--- config.mk ---
export PLATFORM = sky130hd
export DESIGN_NAME = adc_result_reg
export DESIGN_NICKNAME = d
export VERILOG_FILES = /design/src/rtl/adc_result_reg.sv
export SDC_FILE = /design/constraint.sdc
export NUM_CORES = 1
export LEC_CHECK = 0
export ABC_AREA = 1
export BUFFER_PORTS_ARGS = -buffer_cell sky130_fd_sc_hd__buf_2
export CAP_MARGIN = 20
export CORE_MARGIN = 2
export CORE_UTILIZATION = 30
export DETAILED_ROUTE_END_ITERATION = 10
export GPL_TIMING_DRIVEN = 1
export MAX_ROUTING_LAYER = met4
export SLEW_MARGIN = 20
export SYNTH_ARGS = -nofsm -noshare
export SYNTH_HDL_FRONTEND = slang
export SYNTH_SLANG_ARGS = --single-unit
--- constraint.sdc ---
create_clock -name clk -period 2.8 [get_ports clk]
set_input_delay 0.28 -clock clk [delete_from_list [all_inputs] [get_ports clk]]
set_output_delay 0.28 -clock clk [all_outputs]
set_load 0.03 [all_outputs]
--- src/rtl/adc_result_reg.sv ---
module adc_result_reg #(
  parameter int DW = 12
) (
  input  logic          clk,
  input  logic          rst_n,
  input  logic          conv_done,
  input  logic [DW-1:0] conv_data,
  input  logic          data_rd,
  output logic [DW-1:0] data_out,
  input  logic          flag_wr,
  input  logic [1:0]    flag_wdata,
  input  logic          eoc_ie,
  input  logic          ovr_ie,
  input  logic          ovr_mode,
  input  logic          dma_en,
  input  logic          dma_circ,
  input  logic          dma_ack,
  input  logic          dma_tc,
  output logic          dma_req,
  output logic          eoc_flag,
  output logic          ovr_flag,
  output logic          irq
);

  logic [DW-1:0] data_q;
  logic eoc_q, ovr_q, req_q, stop_q;

  wire consumed  = data_rd | dma_ack;
  wire overrun   = conv_done & eoc_q & ~consumed;
  wire keep_old  = overrun & ~ovr_mode;
  wire clr_eoc   = flag_wr & flag_wdata[0];
  wire clr_ovr   = flag_wr & flag_wdata[1];
  wire tc_oneshot = dma_en & dma_tc & ~dma_circ;
  wire blocked   = ovr_q | (stop_q & ~dma_circ) | tc_oneshot;

  always_ff @(posedge clk) begin
    if (!rst_n) begin
      data_q <= '0;
      eoc_q  <= 1'b0;
      ovr_q  <= 1'b0;
      req_q  <= 1'b0;
      stop_q <= 1'b0;
    end else begin
      if (conv_done && !keep_old)
        data_q <= conv_data;

      if (conv_done)
        eoc_q <= 1'b1;
      else if (consumed || clr_eoc)
        eoc_q <= 1'b0;

      if (overrun)
        ovr_q <= 1'b1;
      else if (clr_ovr)
        ovr_q <= 1'b0;

      if (!dma_en)
        stop_q <= 1'b0;
      else if (tc_oneshot)
        stop_q <= 1'b1;

      if (!dma_en || overrun)
        req_q <= 1'b0;
      else if (conv_done && !blocked)
        req_q <= 1'b1;
      else if (consumed || tc_oneshot)
        req_q <= 1'b0;
    end
  end

  assign data_out = data_q;
  assign eoc_flag = eoc_q;
  assign ovr_flag = ovr_q;
  assign dma_req  = req_q;
  assign irq      = (eoc_q & eoc_ie) | (ovr_q & ovr_ie);

endmodule

==> flow_summary.json, run 1 <==
{
  "status": "finished clean",
  "max_cap_viol_count": 0,
  "vias_per_cell": 4.47,
  "peakVddDrop_uv": 238,
  "swShare_pct": 29.5,
  "dp_hpwl_mm": 1.28,
  "leakage_nw": 0.570,
  "dieArea_mm2": 0.00304,
  "multi_input_area_um2": 359,
  "critPathRequiredTime_ps": 2520,
  "power_frac_clock_pct": 29.4,
  "finalNonFillerCells": 174,
  "worst_clock_skew_ps": 0.873,
  "drt_pass1_iterations": 4,
  "drt_iter0_drc": 7,
  "end_kind": "primary output",
  "p_per_area_mw_per_mm2": 505,
  "ys_warn_count": 0,
  "io_buffers": 41,
  "start_util_pct": 31.7,
  "relSlewSlack_pct": 64.7,
  "finalWirelength_mm": 1.74,
  "syn_area_um2": 785,
  "layout.nets": 171,
  "die_height_um": 55.1,
  "post-route-period-util_pct": 48.1,
  "cts_inserted_buffers": 3,
  "fp-row-count": 18,
  "p_total_mw": 0.514,
  "worstPathMaxFanout": 5,
  "wl_met1_um": 819,
  "synth_cell_type_count": 14,
  "post-route-cell-area_mm2": 0.00102,
  "ys_seq_area_share_pct": 40.8,
  "cp.arrival_ps": 1070,
  "startpoint_type": "register",
  "antenna_found_initial": 0,
  "cts_setup_buffers": 0,
  "cts_num_sinks": 16,
  "clkTransAtPathRegs_ps": 90,
  "route.met3.wl_um": 172,
  "dp.cells": 170,
  "final_cell_mix": "41 x buf_2, 18 x nand2_1, 16 x inv_1, 16 x a21oi_1, 16 x dfxtp_1",
  "whs_ps": 237,
  "hp-class": "in -> reg",
  "grt_overflow": 0,
  "grt_start_max_net_pins": 27,
  "grt_first_pass_wirelength_mm": 2.53,
  "finalHoldViolations": 0,
  "rsz0062_at_grt": "false",
  "cts_tree": "built",
  "syn_inst": 105,
  "syn-mean-instance-area_um2": 7.47,
  "pwr-share-seq_pct": 48.8,
  "ant_nets": 0,
  "path_class": "reg -> out",
  "route.met2.wl_um": 734,
  "top_layer_used": "met4",
  "final_common_cell": "buf_2",
  "maxSlewViolCount": 0,
  "setup_viol": 0,
  "nFillCells": 276,
  "max_clock_freq_mhz": 743,
  "internal_power_mw": 0.363,
  "cts-resized-gates": 0,
  "drc": 0,
  "drive_gt1_share_pct": 38.2,
  "grt_pass1_vias": 613,
  "wl_per_cell_um": 9.99,
  "syn-num-nets": 131,
  "cts_buffer_depth": 2,
  "ioPinCount": 42,
  "area_growth_pct": 29.8,
  "globalplace.congestion": 0.733,
  "fin_tns_setup_ps": 0,
  "fp.dieW_um": 55.1,
  "synth-seq-cells": 16,
  "vias": 777,
  "worst_slew_pin_slew_ps": 529,
  "layout.area.seq_um2": 320,
  "grt_use_total_pct": 12.1,
  "power_frac_comb_pct": 21.8,
  "placed_cell_area_um2": 982,
  "min_period_ps": 1350,
  "root_buffer": "clkbuf_4",
  "postCtsHoldBufs": 0,
  "diodes": 0,
  "p_sw_mw": 0.152,
  "cts_max_level": 1,
  "core-area_mm2": 0.00248,
  "clock_latency_ps": 280
}
[cell usage after synthesis, drive strengths merged]
cell | number | area, um2
nand2 | 18 | 67.6
a21oi | 16 | 80.1
dfxtp | 16 | 320
inv | 16 | 60.1
nor2 | 16 | 67.6
nand3 | 15 | 128
buf | 6 | 45.0
a22o | 1 | 8.76
a22oi | 1 | 7.51
[state kept, by name (all words and copies together) (netlist names)]
name / flops
ovr_flag: 1
data_out: 12
stop_q: 1
dma_req: 1
eoc_flag: 1
[worst max-delay path, stage by stage, from the launching register on]
cell and delay (ps):
dfxtp_1 450, a22o_1 150, buf_2 190
[stage by stage]
step           setup WS, ps  util, %
6_report               1450     41.1
5_1_grt                1370     41.1
4_1_cts                1440     41.1
3_5_place_dp           1540     39.6
3_3_place_gp           1610     39.6
2_1_floorplan          1580        -
[power by group through the flow]
stage          logic [mW]  clock network [mW]  registers (mW)
2_1_floorplan      0.0481                   0           0.284
3_3_place_gp        0.111                   0           0.256
3_5_place_dp        0.113                   0           0.256
4_1_cts             0.113               0.158           0.251
5_1_grt             0.124               0.171           0.253
6_report            0.112               0.151           0.251
[logic make-up (layout without fill, tap and decap cells)]
family / count (synthesis) / in the layout / synth area share [%]
and+or+nand+nor: 49 / 49 / 33.5
buffers and inverters: 22 / 61 / 13.4
AOI/OAI and AO/OA: 18 / 18 / 12.3
DFF: 16 / 16 / 40.8
[final cells by class]
class,instances,share of cell area [%]
inverter,16,5.90
timing repair buffer,41,20.1
tap,30,3.69
multi-input combinational,67,35.3
clock buffer,4,3.56
sequential,16,31.4
[worst paths after layout]
| kind | cells past startpoint | start | slack [ps] | endpoint |
|---|---|---|---|---|
| setup / recovery | 2 | eoc_flag | 1450 | irq |
| hold / removal | 3 | dma_en | 240 | stop_q |
| setup reg to reg | 3 | eoc_flag | 1640 | data_out[2] |
| hold reg to reg | 2 | data_out[11] | 490 | data_out[11] |
[per-layer routing]
layer | up-vias | track usage [%]
li1 | 408 | -
met1 | 328 | 15.8
met2 | 39 | 17.7
met3 | 2 | 4.03
met4 | 0 | 3.66
met5 | - | -
Note: power is estimated with default switching activity, not from simulation.
==> inputs of run 2 (changes only) <==
clock period = 1.37 ns   (was 2.8 ns; I/O delays follow)
==> run 2 against run 1 <==
Compared with the run above:
- sequential share of layout area decreased by 0.61 points
- design area grew 2.0%
- global-route usage grew 0.87 points
- register-to-register slack worse by 1400 ps
- non-clock buffer count up 1
- die area is the same
- critical path type unchanged
- critical endpoint unchanged
- largest power group unchanged
- highest routed layer unchanged
==> flow_summary.json, run 2 (synthesis results as in run 1) <==
{
  "status": "finished clean",
  "diodes": 0,
  "fp.dieW_um": 55.1,
  "layout.area.seq_um2": 320,
  "cp-endpoint": "irq",
  "dp_hpwl_mm": 1.28,
  "ff2ff_setup_slack_ps": 230,
  "worst_r2r_startpoint": "eoc_flag",
  "r2r_end": "data_out[1]",
  "area_growth_pct": 32.4,
  "root_buffer": "clkbuf_4",
  "p_sw_mw": 0.315,
  "startpoint_type": "register",
  "largest_register_ffs": 12,
  "cp.arrival_ps": 1080,
  "max_clock_freq_mhz": 822,
  "p_total_mw": 1.06,
  "post-route-period-util_pct": 88.8,
  "grt_first_pass_wirelength_mm": 2.69,
  "power_frac_clock_pct": 29.5,
  "layout.nets": 172,
  "nFillCells": 267,
  "finalWirelength_mm": 1.75,
  "maxSlewViolCount": 0,
  "min_period_ps": 1220,
  "rsz0062_at_grt": "false",
  "cts-resized-gates": 0,
  "clkTransAtPathRegs_ps": 90,
  "grt_use_total_pct": 12.9,
  "fin_tns_setup_ps": 0,
  "grt_overflow": 0,
  "placed_cell_area_mm2": 0.00100,
  "whs_ps": 96.1,
  "crit_chain": "a22o_1 -> buf_2",
  "pwr-share-seq_pct": 48.2,
  "die_height_um": 55.1,
  "clock_latency_ps": 290,
  "post-route-cell-area_mm2": 0.00104,
  "worst_slew_pin_slew_ps": 314,
  "finalNonFillerCells": 175,
  "fp-row-count": 18,
  "cts_num_sinks": 16,
  "ff2ff_path_depth": 3,
  "worst_clock_skew_ps": 1.74,
  "p_per_area_mw_per_mm2": 1020,
  "io_buffers": 41,
  "worst-path-buf-inv": 1,
  "cts_inserted_buffers": 3,
  "fin_util_pct": 41.9,
  "swShare_pct": 29.6,
  "cts_setup_buffers": 0,
  "cts_tree": "built",
  "postCtsHoldBufs": 0,
  "drt_pass1_iterations": 4,
  "cts_buffer_depth": 2,
  "path_class": "reg -> out",
  "antenna_found_initial": 0,
  "vias_per_cell": 4.51,
  "ant_nets": 0,
  "drive_gt1_share_pct": 38.6,
  "core-area_mm2": 0.00248,
  "leakage_nw": 0.579,
  "internal_power_mw": 0.747,
  "max_cap_viol_count": 0,
  "dp_slack_ps": 254,
  "grt_start_max_net_pins": 27,
  "cpPeakStageDelay_ps": 450,
  "fin_ws_ps": 154,
  "worstPathMaxFanout": 5,
  "start_util_pct": 31.7,
  "dieArea_mm2": 0.00304,
  "path_depth": 2,
  "globalplace.congestion": 0.700,
  "vias": 790,
  "final_common_cell": "buf_2",
  "drt_iter0_drc": 5,
  "peakVddDrop_uv": 534,
  "hp-class": "in -> reg",
  "multi_input_area_um2": 359,
  "grt_pass1_vias": 645,
  "critical-path-top-delay-family": "flip-flops",
  "setup_viol": 0,
  "cts_max_level": 1,
  "finalHoldViolations": 0,
  "wl_per_cell_um": 10.0,
  "end_kind": "primary output",
  "cpMaxStageDelayCell": "dfxtp_1",
  "final_cell_mix": "41 x buf_2, 18 x nand2_1, 16 x inv_1, 16 x a21oi_1, 16 x dfxtp_1",
  "relSlewSlack_pct": 79.1,
  "dp.cells": 171,
  "power_frac_comb_pct": 22.3,
  "critPathRequiredTime_ps": 1230,
  "drc": 0,
  "ioPinCount": 42,
  "setup.worst_path.start": "eoc_flag"
}
## run 2: cell types whose count changed in the layout (fill, tap and decap cells not counted)
cell / previous run / this run
buf_12: 0 / 1
## run 2: how the worst min path moves through the flow
stage | startpoint | to | slack (ps) | cells after the start
after detailed placement | dma_tc | stop_q | 390 | 3
after floorplan | rst_n | data_out[11] | 260 | 2
after global routing | flag_wdata[1] | ovr_flag | 90 | 4
final | dma_en | stop_q | 100 | 3
after global placement | dma_tc | stop_q | 390 | 3
after CTS | dma_tc | stop_q | 80 | 3
## run 2: per-layer routing
layer	vias to the layer above	global-route usage [%]	share of wire [%]
li1	410	-	-
met2	46	18.3	42
met5	-	-	0
met1	330	16.8	45
met3	4	4.84	11
met4	0	4.88	1.3
## run 2: cell type report
| type | count | area share, % |
|---|---|---|
| multi-input cells | 67 | 34.6 |
| flip-flops and latches | 16 | 30.8 |
| repair buffers | 42 | 21.7 |
| inverters | 16 | 5.78 |
| well taps | 30 | 3.61 |
| clock buffers | 4 | 3.49 |
## run 2: power groups by stage
stage / combinational, mW / clock [mW] / sequential [mW]
2_1_floorplan: 0.0982 / 0 / 0.581
3_3_place_gp: 0.235 / 0 / 0.523
3_5_place_dp: 0.239 / 0 / 0.523
4_1_cts: 0.239 / 0.335 / 0.513
5_1_grt: 0.262 / 0.350 / 0.516
6_report: 0.236 / 0.313 / 0.512
## run 2: tightest hold or removal path: stages
cell	delay, ps
buf_2	90
nand2_1	70
nor2_1	50
